--- config.mk ---
export PLATFORM = sky130hd
export DESIGN_NAME = rst_src_ctrl
export DESIGN_NICKNAME = d
export VERILOG_FILES = /design/src/rtl/rst_src_pkg.sv /design/src/rtl/rst_sync.sv /design/src/rtl/rst_stretch.sv /design/src/rtl/rst_cause_reg.sv /design/src/rtl/rst_src_ctrl.sv
export SDC_FILE = /design/constraint.sdc
export NUM_CORES = 1
export LEC_CHECK = 0
export BUFFER_PORTS_ARGS = -buffer_cell sky130_fd_sc_hd__buf_2
export CORE_ASPECT_RATIO = 0.7
export CORE_MARGIN = 4
export CORE_UTILIZATION = 28
export DETAILED_ROUTE_END_ITERATION = 6
export PLACE_DENSITY_LB_ADDON = 0.25
export SLEW_MARGIN = 20
export SYNTH_ARGS = -nofsm -noshare
export SYNTH_HDL_FRONTEND = slang
export SYNTH_SLANG_ARGS = --single-unit
export TNS_END_PERCENT = 20
--- constraint.sdc ---
create_clock -name clk_i -period 4 [get_ports clk_i]
set_input_delay 0.4 -clock clk_i [delete_from_list [all_inputs] [get_ports clk_i]]
set_output_delay 0.4 -clock clk_i [all_outputs]
set_load 0.005 [all_outputs]
--- src/rtl/rst_src_pkg.sv ---
package rst_src_pkg;
  localparam int NUM_SRC   = 7;
  localparam int BIT_PIN   = 0;
  localparam int BIT_POR   = 1;
  localparam int BIT_MCLK  = 2;
  localparam int BIT_WDOG  = 3;
  localparam int BIT_SOFT  = 4;
  localparam int BIT_CMP   = 5;
  localparam int BIT_FLASH = 6;
  typedef logic [NUM_SRC-1:0] src_vec_t;
endpackage

--- src/rtl/rst_sync.sv ---
module rst_sync #(
  parameter int WIDTH  = 2,
  parameter int STAGES = 2
) (
  input  logic             clk_i,
  input  logic             rst_ni,
  input  logic [WIDTH-1:0] async_i,
  output logic [WIDTH-1:0] sync_o
);
  logic [WIDTH-1:0] stage_q [STAGES];

  // inputs idle high, so the flops reset to 1
  always_ff @(posedge clk_i or negedge rst_ni) begin
    if (!rst_ni) begin
      for (int s = 0; s < STAGES; s++) stage_q[s] <= '1;
    end else begin
      stage_q[0] <= async_i;
      for (int s = 1; s < STAGES; s++) stage_q[s] <= stage_q[s-1];
    end
  end

  assign sync_o = stage_q[STAGES-1];
endmodule

--- src/rtl/rst_stretch.sv ---
module rst_stretch #(
  parameter int HOLD = 16
) (
  input  logic clk_i,
  input  logic rst_ni,
  input  logic req_i,
  output logic active_o
);
  localparam int CW = $clog2(HOLD + 1);
  logic [CW-1:0] cnt_q;

  // power-on starts a full-length reset
  always_ff @(posedge clk_i or negedge rst_ni) begin
    if (!rst_ni)            cnt_q <= CW'(HOLD);
    else if (req_i)         cnt_q <= CW'(HOLD);
    else if (cnt_q != '0)   cnt_q <= cnt_q - 1'b1;
  end

  assign active_o = (cnt_q != '0);

  assert_req_holds_R3: assert property (@(posedge clk_i) disable iff (!rst_ni)
    req_i |=> active_o);
endmodule

--- src/rtl/rst_cause_reg.sv ---
module rst_cause_reg
  import rst_src_pkg::*;
(
  input  logic     clk_i,
  input  logic     rst_ni,
  input  logic     start_i,
  input  src_vec_t req_i,
  input  logic     wr_i,
  input  logic     cmp_en_d_i,
  input  logic     mclk_en_d_i,
  input  logic     vmon_en_d_i,
  output src_vec_t flags_o,
  output logic     cmp_en_o,
  output logic     mclk_en_o,
  output logic     vmon_en_o
);
  localparam src_vec_t POR_ONLY = src_vec_t'(1) << BIT_POR;

  src_vec_t flags_q;

  always_ff @(posedge clk_i or negedge rst_ni) begin
    if (!rst_ni)      flags_q <= POR_ONLY;
    else if (start_i) flags_q <= req_i[BIT_POR] ? POR_ONLY : req_i;
  end

  always_ff @(posedge clk_i or negedge rst_ni) begin
    if (!rst_ni) begin
      cmp_en_o  <= 1'b0;
      mclk_en_o <= 1'b0;
      vmon_en_o <= 1'b1;
    end else if (wr_i) begin
      cmp_en_o  <= cmp_en_d_i;
      mclk_en_o <= mclk_en_d_i;
      vmon_en_o <= vmon_en_d_i;
    end
  end

  assign flags_o = flags_q;

  assert_por_exclusive_R8: assert property (@(posedge clk_i) disable iff (!rst_ni)
    flags_q[BIT_POR] |-> ((flags_q & ~POR_ONLY) == '0));

  assert_capture_on_start_R9: assert property (@(posedge clk_i) disable iff (!rst_ni)
    !$stable(flags_q) |-> $past(start_i));
endmodule

--- src/rtl/rst_src_ctrl.sv ---
module rst_src_ctrl
  import rst_src_pkg::*;
#(
  parameter logic [7:0] REG_ADDR = 8'hEF,
  parameter int         HOLD     = 16,
  parameter int         SYNC_STG = 2
) (
  input  logic       clk_i,
  input  logic       rst_ni,
  input  logic       pin_rst_ni,
  input  logic       cmp_i,
  input  logic       supply_low_i,
  input  logic       clk_miss_i,
  input  logic       wdt_timeout_i,
  input  logic       flash_err_i,
  input  logic [7:0] reg_addr_i,
  input  logic       reg_we_i,
  input  logic [7:0] reg_wdata_i,
  output logic [7:0] reg_rdata_o,
  output logic       sys_rst_o
);
  logic [1:0] async_in, sync_out;
  src_vec_t   req, flags;
  logic       hit, wr, any_req, start;
  logic       cmp_en, mclk_en, vmon_en;
  logic       unused_wdata;

  assign async_in = {cmp_i, pin_rst_ni};

  rst_sync #(.WIDTH(2), .STAGES(SYNC_STG)) u_sync (
    .clk_i  (clk_i),
    .rst_ni (rst_ni),
    .async_i(async_in),
    .sync_o (sync_out)
  );

  assign hit = (reg_addr_i == REG_ADDR);
  assign wr  = hit & reg_we_i;

  always_comb begin
    req             = '0;
    req[BIT_PIN]    = ~sync_out[0];
    req[BIT_POR]    = supply_low_i & vmon_en;
    req[BIT_MCLK]   = clk_miss_i & mclk_en;
    req[BIT_WDOG]   = wdt_timeout_i;
    req[BIT_SOFT]   = wr & reg_wdata_i[BIT_SOFT];
    req[BIT_CMP]    = ~sync_out[1] & cmp_en;
    req[BIT_FLASH]  = flash_err_i;
  end

  assign any_req = |req;
  assign start   = any_req & ~sys_rst_o;

  rst_stretch #(.HOLD(HOLD)) u_stretch (
    .clk_i   (clk_i),
    .rst_ni  (rst_ni),
    .req_i   (any_req),
    .active_o(sys_rst_o)
  );

  rst_cause_reg u_cause (
    .clk_i      (clk_i),
    .rst_ni     (rst_ni),
    .start_i    (start),
    .req_i      (req),
    .wr_i       (wr),
    .cmp_en_d_i (reg_wdata_i[BIT_CMP]),
    .mclk_en_d_i(reg_wdata_i[BIT_MCLK]),
    .vmon_en_d_i(reg_wdata_i[BIT_POR]),
    .flags_o    (flags),
    .cmp_en_o   (cmp_en),
    .mclk_en_o  (mclk_en),
    .vmon_en_o  (vmon_en)
  );

  // bit 7 is unused: reads 0
  assign reg_rdata_o = hit ? {1'b0, flags} : 8'h00;

  assign unused_wdata = ^{reg_wdata_i[7], reg_wdata_i[BIT_FLASH],
                          reg_wdata_i[BIT_WDOG], reg_wdata_i[BIT_PIN]};

  assert_cmp_gated_R6: assert property (@(posedge clk_i) disable iff (!rst_ni)
    (start && req[BIT_CMP]) |-> cmp_en);
endmodule

==> impl_metrics.env, run 1 <==
export IMPL_max_freq_mhz=485
export IMPL_worst_pin_slew_ns=0.698
export IMPL_gr_total_overflow=0
export IMPL_clock_sinks=19
export IMPL_r2r_cells=5
export IMPL_p_leak_nw=0.529
export IMPL_remaining_drc_errors=0
export IMPL_core_area_mm2=0.00290
export IMPL_detail_route_antenna_nets=0
export IMPL_reg2reg_from="u_stretch.cnt_q[0]$_DFFE_PN0P_"
export IMPL_die_h_um=54.8
export IMPL_r2r_end="u_cause.flags_o[3]$_DFFE_PN0P_"
export IMPL_power_switching_mw=0.0948
export IMPL_cts_hold_fix_buffers=0
export IMPL_num_antenna_cells=0
export IMPL_maxCapViolCount=0
export IMPL_drt_iter0_drc=20
export IMPL_gp_congestion=0.723
export IMPL_vias_per_cell=4.63
export IMPL_post_cts_buffers=0
export IMPL_yosysSeqAreaShare_pct=55.2
export IMPL_power_frac_seq_pct=55.3
export IMPL_path_clk_slew_ns=0.07
export IMPL_ys_warnings_count=0
export IMPL_initial_core_util_pct=30.2
export IMPL_stdcell_count=139
export IMPL_clkPwrFrac_pct=33.1
export IMPL_place_inst=135
export IMPL_hpwl_um=1430
export IMPL_cts_tree="yes"
export IMPL_vias=644
export IMPL_port_buffers=28
export IMPL_drv_slew=0
export IMPL_swShare_pct=23.7
export IMPL_cts_resized=0
export IMPL_syn_num_nets=98
export IMPL_required_ns=3.60
export IMPL_syn_area_um2=877
export IMPL_io_pins=34
export IMPL_arrival_ns=1.66
export IMPL_nets=130
export IMPL_postPlaceCellArea_mm2=0.00105
export IMPL_status="complete, no violations"
export IMPL_r2r_slack_ns=2.28
export IMPL_p_int_mw=0.306
export IMPL_n_fill_cell=307
export IMPL_wl_per_cell_um=12.7
export IMPL_finalWirelength_um=1770
export IMPL_die_x_um=74.9
export IMPL_area_delta_synth_final_pct=25.5
export IMPL_setup_viol=0
export IMPL_drive_gt1_share_pct=51.5
export IMPL_skew_ns=0.00264
export IMPL_synth_cell_type_count=29
export IMPL_start_kind="register"
export IMPL_grt_pass1_vias=634
export IMPL_track_usage_pct=10.2
export IMPL_final_area_mm2=0.00110
export IMPL_antenna_found_initial=0
export IMPL_fp_row_count=16
export IMPL_finalHoldViolCount=0
export IMPL_dr_pass1_iters=4
export IMPL_clock_path_buffers=2
export IMPL_power_density_mw_per_mm2=364
export IMPL_slew_limit_headroom_pct=53.0
export IMPL_dieArea_mm2=0.00411
export IMPL_ys_seq_elements=19
export IMPL_grt_pass1_wl_um=3010
export IMPL_worstSetupPathType="reg -> out"
export IMPL_critPathCaptureType="output pin"
export IMPL_vdd_ir_drop_max_v=0.000139
export IMPL_synth_cells=72
export IMPL_pwr_share_comb_pct=11.6
export IMPL_finalPower_mw=0.400
export IMPL_setup_tns_final_ns=0
export IMPL_cts_htree_levels=1
export IMPL_numCtsBuffers=3
export IMPL_post_route_period_util_pct=51.6
export IMPL_syn_area_per_cell_um2=12.2
export IMPL_cts_root_buf="clkbuf_8"
export IMPL_hp_class="in -> async"
export IMPL_cp_max_fo=6
export IMPL_clk_latency_ns=0.26
export IMPL_rsz0062_at_grt="no"
export IMPL_min_period_ns=2.06
export IMPL_grt_max_degree=20
[flip-flops by register name, summed over array words and instances, names as in the netlist]
name	count
u_cause.mclk_en_o	1
u_sync.stage_q	2
u_sync.sync_o	2
u_stretch.cnt_q	5
u_cause.cmp_en_o	1
u_cause.flags_o	7
u_cause.vmon_en_o	1
[how the worst max path moves through the flow]
stage,end,slack [ns],startpoint,cells past startpoint
after floorplan,u_cause.flags_o[3]$_DFFE_PN0P_,2.50,u_stretch.cnt_q[0]$_DFFE_PN0P_,5
after global placement,sys_rst_o,2.21,u_stretch.cnt_q[0]$_DFFE_PN0P_,5
after detailed placement,sys_rst_o,2.20,u_stretch.cnt_q[0]$_DFFE_PN0P_,5
after CTS,sys_rst_o,1.91,u_stretch.cnt_q[0]$_DFFE_PN0P_,5
after global routing,sys_rst_o,1.78,u_stretch.cnt_q[0]$_DFFE_PN0P_,5
final,sys_rst_o,1.94,u_stretch.cnt_q[0]$_DFFE_PN0P_,5
[cell usage after synthesis]
cell type  instances  share of area [%]
a22o_1             3                3.0
and2_1             8                5.7
or3_2              1               0.86
nand4b_1           1                1.0
a21oi_1            1               0.57
nor2_1             6                2.6
inv_2              1               0.43
a21o_1             1               0.86
buf_4              1               0.86
xnor2_1            1                1.0
ha_1               1                1.4
nor3_1             2                1.1
nand2b_1           2                1.4
nor4b_4            1                2.7
nor3_2             2                2.3
or4_4              1                1.3
a21oi_2            1                1.0
dfstp_2            7                 21
nand3_2            1                1.1
a211oi_2           1                1.4
conb_1             1               0.43
o2bb2ai_1          4                4.0
nand2_1            4                1.7
nand2_2            1               0.71
o41ai_2            1                1.9
dfrtp_1           12                 34
mux2_2             3                3.9
nand4_1            1               0.71
inv_1              2               0.86
[metal layers]
metal  vias to the layer above  global-route usage (%)  part of all wire, %
met1                       305                    12.8                   48
met4                         0                    3.55                 0.90
met2                        20                    15.5                   41
li1                        315                       -                    -
met5                         -                       0                    0
met3                         4                    4.77                  9.3
[layout make-up]
type                            count  area, um2  share of cell area [%]
Tap cell                           36       45.0                    4.09
Multi-Input combinational cell     49        374                    34.0
Timing Repair Buffer               28        140                    12.7
Clock inverter                      1       5.00                   0.455
Sequential cell                    19        484                    44.0
Inverter                            3       11.3                    1.02
Clock buffer                        3       41.3                    3.75
[logic make-up after synthesis]
logic type	Yosys count	share of synthesized area, %
simple gates	31	23.3
xor+xnor	1	0.999
other cells	1	0.428
fa+ha+maj	1	1.43
mux	3	3.85
buf+inv	4	2.14
compound gates	12	12.7
flops	19	55.2
[critical path: stages, from the launching register on]
cell,delay (ns)
dfrtp_1,0.39
inv_1,0.08
ha_1,0.22
nor4b_4,0.42
inv_2,0.14
buf_2,0.16
[power by group through the flow]
stage               Combinational, mW  Sequential, mW  Clock [mW]
finish                         0.0465           0.221       0.133
global route                   0.0531           0.224       0.146
CTS                            0.0476           0.222       0.141
detailed placement             0.0475           0.225           0
global placement               0.0457           0.224           0
floorplan                      0.0293           0.221           0
[metrics by stage]
step / hold slack [ns] / util (%) / setup slack, ns
after detailed placement: 0.348 / 36.3 / 2.20
after global placement: 0.347 / 36.3 / 2.21
final: 0.0726 / 37.9 / 1.94
after CTS: 0.0811 / 37.9 / 1.91
after floorplan: 0.104 / - / 2.50
after global routing: 0.102 / 37.9 / 1.78
[cell usage in the layout, fill, tap and decap left out, types with 2 or more instances in the layout]
cell / n
inv_1: 2
a22o_1: 3
dfrtp_1: 12
dfstp_2: 7
mux2_2: 3
clkbuf_8: 3
nor2_1: 6
nor3_2: 2
and2_1: 8
o2bb2ai_1: 4
nor3_1: 2
nand2b_1: 2
buf_2: 28
nand2_1: 4
Note: power is estimated with default switching activity, not from simulation.
==> inputs of run 2 (changes only) <==
==> constraint.sdc (replaced) <==
create_clock -name clk_i -period 1.9 [get_ports clk_i]
set_input_delay 0.19 -clock clk_i [delete_from_list [all_inputs] [get_ports clk_i]]
set_output_delay 0.19 -clock clk_i [all_outputs]
set_load 0.005 [all_outputs]
==> run 2 against run 1 <==
Net effect: clock skew about the same; global-route usage grew 0.14 points; final area is 4.2% higher; flip-flop and latch count did not move.
==> impl_metrics.env, run 2 (synthesized netlist as in run 1, its figures left out) <==
export IMPL_status="complete, no violations"
export IMPL_worst_hold_slack_ns=0.0256
export IMPL_vias=647
export IMPL_gp_congestion=0.727
export IMPL_r2r_end="u_cause.flags_o[6]$_DFFE_PN0P_"
export IMPL_clock_sinks=19
export IMPL_grt_pass1_vias=627
export IMPL_setup_worst_path_end="sys_rst_o"
export IMPL_antenna_found_initial=0
export IMPL_critPathCaptureType="output pin"
export IMPL_cts_htree_levels=1
export IMPL_power_density_mw_per_mm2=747
export IMPL_start_kind="register"
export IMPL_maxCapViolCount=0
export IMPL_die_x_um=74.9
export IMPL_n_fill_cell=284
export IMPL_fp_row_count=16
export IMPL_finalHoldViolCount=0
export IMPL_finalPower_mw=0.857
export IMPL_clock_path_buffers=2
export IMPL_min_period_ns=1.73
export IMPL_setup_tns_final_ns=0
export IMPL_r2r_cells=6
export IMPL_worst_pin_slew_ns=0.523
export IMPL_dieArea_mm2=0.00411
export IMPL_path_clk_slew_ns=0.07
export IMPL_final_core_util_pct=39.5
export IMPL_r2r_slack_ns=0.27
export IMPL_grt_pass1_wl_um=3020
export IMPL_die_h_um=54.8
export IMPL_skew_ns=0.00221
export IMPL_cts_tree="yes"
export IMPL_dr_pass1_iters=4
export IMPL_post_route_period_util_pct=91.1
export IMPL_nets=134
export IMPL_max_freq_mhz=578
export IMPL_final_common_cell="buf_2"
export IMPL_port_buffers=28
export IMPL_initial_core_util_pct=30.2
export IMPL_gr_total_overflow=0
export IMPL_layout_common_cells="28 x buf_2, 12 x dfrtp_1, 8 x and2_1"
export IMPL_finalWirelength_um=1790
export IMPL_vias_per_cell=4.52
export IMPL_remaining_drc_errors=0
export IMPL_required_ns=1.71
export IMPL_drt_iter0_drc=25
export IMPL_track_usage_pct=10.4
export IMPL_arrival_ns=1.54
export IMPL_vdd_ir_drop_max_v=0.000326
export IMPL_setup_viol=0
export IMPL_detail_route_antenna_nets=0
export IMPL_reg2reg_from="u_stretch.cnt_q[0]$_DFFE_PN0P_"
export IMPL_drive_gt1_share_pct=52.3
export IMPL_num_antenna_cells=0
export IMPL_worstSetupPathType="reg -> out"
export IMPL_cp_max_fo=6
export IMPL_p_leak_nw=0.547
export IMPL_rsz0062_at_grt="no"
export IMPL_numCtsBuffers=3
export IMPL_cts_root_buf="clkbuf_8"
export IMPL_wl_per_cell_um=12.5
export IMPL_slew_limit_headroom_pct=64.9
export IMPL_area_delta_synth_final_pct=30.8
export IMPL_crit_start="u_stretch.cnt_q[0]$_DFFE_PN0P_"
export IMPL_hp_class="in -> reg"
export IMPL_hpwl_um=1470
export IMPL_largest_reg_flops=7
export IMPL_drv_slew=0
export IMPL_core_area_mm2=0.00290
export IMPL_io_pins=34
export IMPL_clk_latency_ns=0.26
export IMPL_grt_max_degree=20
-- run 2: cell types whose count changed in the layout (fill, tap and decap cells not counted), sizes merged --
cell and change:
clkinvlp +1, buf +3, clkinv -1, dlygate4sd3 +1
-- run 2: how the worst min path moves through the flow --
stage	start	to	slack, ns	depth (start not counted)
final	cmp_i	u_sync.stage_q[3]$_DFF_PN1_	0.03	1
after global routing	cmp_i	u_sync.stage_q[3]$_DFF_PN1_	0.01	1
after CTS	cmp_i	u_sync.stage_q[3]$_DFF_PN1_	0.01	1
after detailed placement	rst_ni	u_cause.flags_o[3]$_DFFE_PN0P_	0.15	1
after global placement	rst_ni	u_cause.flags_o[3]$_DFFE_PN0P_	0.15	1
after floorplan	rst_ni	u_cause.cmp_en_o$_DFFE_PN0N_	-0.11	0
-- run 2: layer usage --
metal / GRT usage, % / routed length, um / vias up
met1: 13.5 / 908 / 303
met4: 4.44 / 8 / 0
li1: - / - / 326
met3: 4.40 / 148 / 2
met2: 15.0 / 727 / 16
met5: 0 / 0 / -
-- run 2: per-stage QoR --
step / setup slack, ns / instances / cell area [um2]
finish: 0.170 / 143 / 1150
global placement: 0.223 / 137 / 1070
floorplan: 0.396 / 72 / 877
CTS: 0.0725 / 142 / 1130
detailed placement: 0.211 / 137 / 1070
global route: 0.0421 / 143 / 1150
-- run 2: critical path: stages, from the launching register on --
cell and delay [ns]:
dfrtp_1 0.39, inv_1 0.08, ha_1 0.21, nor4b_4 0.32, inv_2 0.13, buf_2 0.15
-- run 2: what timing repair did --
action	in CTS	in global routing
hold buffers	1	0
endpoints found under the setup margin	0	3
buffers inserted	0	1
resized for setup	0	1
hold endpoints to repair	12	0
-- run 2: cell type report --
type / count / area, um2 / area share, %
inverters: 3 / 11.3 / 0.981
clock buffers: 3 / 41.3 / 3.60
well taps: 36 / 45.0 / 3.93
repair buffers: 32 / 173 / 15.0
multi-input cells: 49 / 385 / 33.6
clock inverters: 1 / 7.51 / 0.654
flip-flops and latches: 19 / 484 / 42.2
-- run 2: where the power goes --
group / internal [mW] / switching (mW)
Combinational: 0.0569 / 0.0476
Clock: 0.148 / 0.139
Sequential: 0.445 / 0.0209
==> inputs of run 3 (changes only) <==
--- a/config.mk
+++ b/config.mk
@@ -8,7 +8,7 @@
 export BUFFER_PORTS_ARGS = -buffer_cell sky130_fd_sc_hd__buf_2
 export CORE_ASPECT_RATIO = 0.7
 export CORE_MARGIN = 4
-export CORE_UTILIZATION = 28
+export CORE_UTILIZATION = 42
 export DETAILED_ROUTE_END_ITERATION = 6
 export PLACE_DENSITY_LB_ADDON = 0.25
 export SLEW_MARGIN = 20
==> constraint.sdc (replaced) <==
create_clock -name clk_i -period 1.4 [get_ports clk_i]
set_input_delay 0.14 -clock clk_i [delete_from_list [all_inputs] [get_ports clk_i]]
set_output_delay 0.14 -clock clk_i [all_outputs]
set_load 0.005 [all_outputs]
==> run 3 against run 2 <==
Net effect: the flow now finishes with violations (setup timing); final cell count fell by 2.1%; final area rose by 8.0%; flip-flop and latch count did not move; core utilization rose by 25 points; via count rose by 13%; register-to-register slack got worse by 0.42 ns; worst setup slack got worse by 0.32 ns; global-route usage rose by 4.8 points; count of clock-buffer cells in the layout did not move; critical path depth rose by 2; first-iteration DRC count fell by 56%; non-clock buffer count rose by 11; highest routed layer unchanged.
==> impl_metrics.env, run 3 (synthesized netlist as in run 1, its figures left out) <==
export IMPL_rsz0062_at_grt="yes"
export IMPL_die_x_um=62.6
export IMPL_vias_per_cell=5.20
export IMPL_setup_viol=13
export IMPL_drv_slew=0
export IMPL_cts_htree_levels=1
export IMPL_detail_route_antenna_nets=0
export IMPL_final_common_cell="buf_2"
export IMPL_cts_tree="yes"
export IMPL_post_route_period_util_pct=111
export IMPL_min_period_ns=1.55
export IMPL_max_freq_mhz=646
export IMPL_initial_core_util_pct=45.7
export IMPL_vdd_ir_drop_max_v=0.000602
export IMPL_cts_root_buf="clkbuf_4"
export IMPL_arrival_ns=1.74
export IMPL_fp_row_count=13
export IMPL_io_pins=34
export IMPL_num_antenna_cells=0
export IMPL_finalWorstSetupSlack_ns=-0.149
export IMPL_grt_max_degree=20
export IMPL_antenna_found_initial=0
export IMPL_p_leak_nw=0.613
export IMPL_gr_total_overflow=0
export IMPL_grt_pass1_wl_um=3340
export IMPL_min_delay_start="reg_wdata_i[2]"
export IMPL_clk_latency_ns=0.29
export IMPL_wl_per_cell_um=13.8
export IMPL_drt_iter0_drc=11
export IMPL_drive_gt1_share_pct=60.2
export IMPL_core_area_mm2=0.00192
export IMPL_hpwl_um=1450
export IMPL_cp_max_fo=4
export IMPL_crit_start="u_stretch.cnt_q[0]$_DFFE_PN0P_"
export IMPL_gp_congestion=0.740
export IMPL_power_density_mw_per_mm2=869
export IMPL_dr_pass1_iters=4
export IMPL_clock_sinks=19
export IMPL_status="finished with violations"
export IMPL_hp_class="in -> reg"
export IMPL_largest_reg_flops=7
export IMPL_grt_pass1_vias=746
export IMPL_setup_tns_final_ns=-1.36
export IMPL_finalHoldViolCount=0
export IMPL_required_ns=1.59
export IMPL_reg2reg_from="u_stretch.cnt_q[0]$_DFFE_PN0P_"
export IMPL_area_delta_synth_final_pct=41.2
export IMPL_die_h_um=46.2
export IMPL_worst_hold_slack_ns=0.0690
export IMPL_critPathCaptureType="register"
export IMPL_worstSetupPathType="reg -> reg"
export IMPL_nets=145
export IMPL_skew_ns=0.00170
export IMPL_dieArea_mm2=0.00290
export IMPL_vias=728
export IMPL_clock_path_buffers=2
export IMPL_finalWirelength_um=1930
export IMPL_maxCapViolCount=0
export IMPL_violations="setup timing"
export IMPL_layout_common_cells="28 x buf_2, 12 x dfrtp_1, 10 x buf_4"
export IMPL_start_kind="register"
export IMPL_finalPower_mw=1.08
export IMPL_numCtsBuffers=3
export IMPL_remaining_drc_errors=0
export IMPL_path_clk_slew_ns=0.10
export IMPL_track_usage_pct=15.2
export IMPL_final_core_util_pct=64.5
export IMPL_port_buffers=28
==> run 3: changes by cell type in the layout (fill, tap and decap cells not counted), sizes merged <==
| cell | before | now |
|---|---|---|
| clkinv | 0 | 1 |
| dlygate4sd3 | 1 | 3 |
| clkinvlp | 1 | 0 |
| buf | 31 | 40 |
==> run 3: final timing paths <==
path	to	slack, ns	depth (start not counted)
worst min-delay path	u_cause.mclk_en_o$_DFFE_PN0N_	0.07	2
worst max register to register	u_cause.flags_o[4]$_DFFE_PN0P_	-0.15	7
max in group asynchronous	u_sync.sync_o[1]$_DFF_PN1_	0.77	2
worst max-delay path	u_cause.flags_o[4]$_DFFE_PN0P_	-0.15	7
worst min register to register	u_sync.sync_o[0]$_DFF_PN1_	0.36	0
min in group asynchronous	u_cause.flags_o[0]$_DFFE_PN0P_	0.30	2
==> run 3: through the flow <==
stage,instance area (um2),std cells,setup WS [ns]
finish,1240,140,-0.149
global route,1240,140,-0.253
CTS,1220,140,-0.164
detailed placement,1100,130,-0.161
global placement,1100,130,-0.158
floorplan,877,72,-0.104
==> run 3: layout make-up <==
cell class                 count  area (um2)
sequential                    19         484
timing repair buffer          43         277
fill                         164         681
multi-input combinational     49         412
clock buffer                   3        22.5
clock inverter                 1        5.00
inverter                       3        11.3
tap                           22        27.5
==> run 3: per-layer routing <==
layer  global-route usage [%]  part of all wire, %
met5                        0                    0
met1                     18.6                   47
met3                     4.39                  5.4
met2                     26.9                   46
met4                     3.95                 0.67
==> run 3: what timing repair did <==
action	in CTS	in global routing
hold buffers	3	0
setup endpoints to repair	13	13
cloned	0	0
gates resized for setup	5	5
pin swaps	4	2
endpoints found under the hold margin	14	0
buffers inserted	3	0
==> run 3: where the power goes <==
group	switching (mW)	internal (mW)
logic	0.0738	0.103
clock network	0.163	0.106
registers	0.0277	0.603
total	0.264	0.812
==> run 3: critical path, cell delays in order, from the launching register on <==
cell     delay (ns)
dfrtp_1        0.41
inv_2          0.08
ha_4           0.13
nor4b_4        0.25
buf_4          0.18
o41ai_2        0.07
buf_4          0.16
a22o_1         0.17
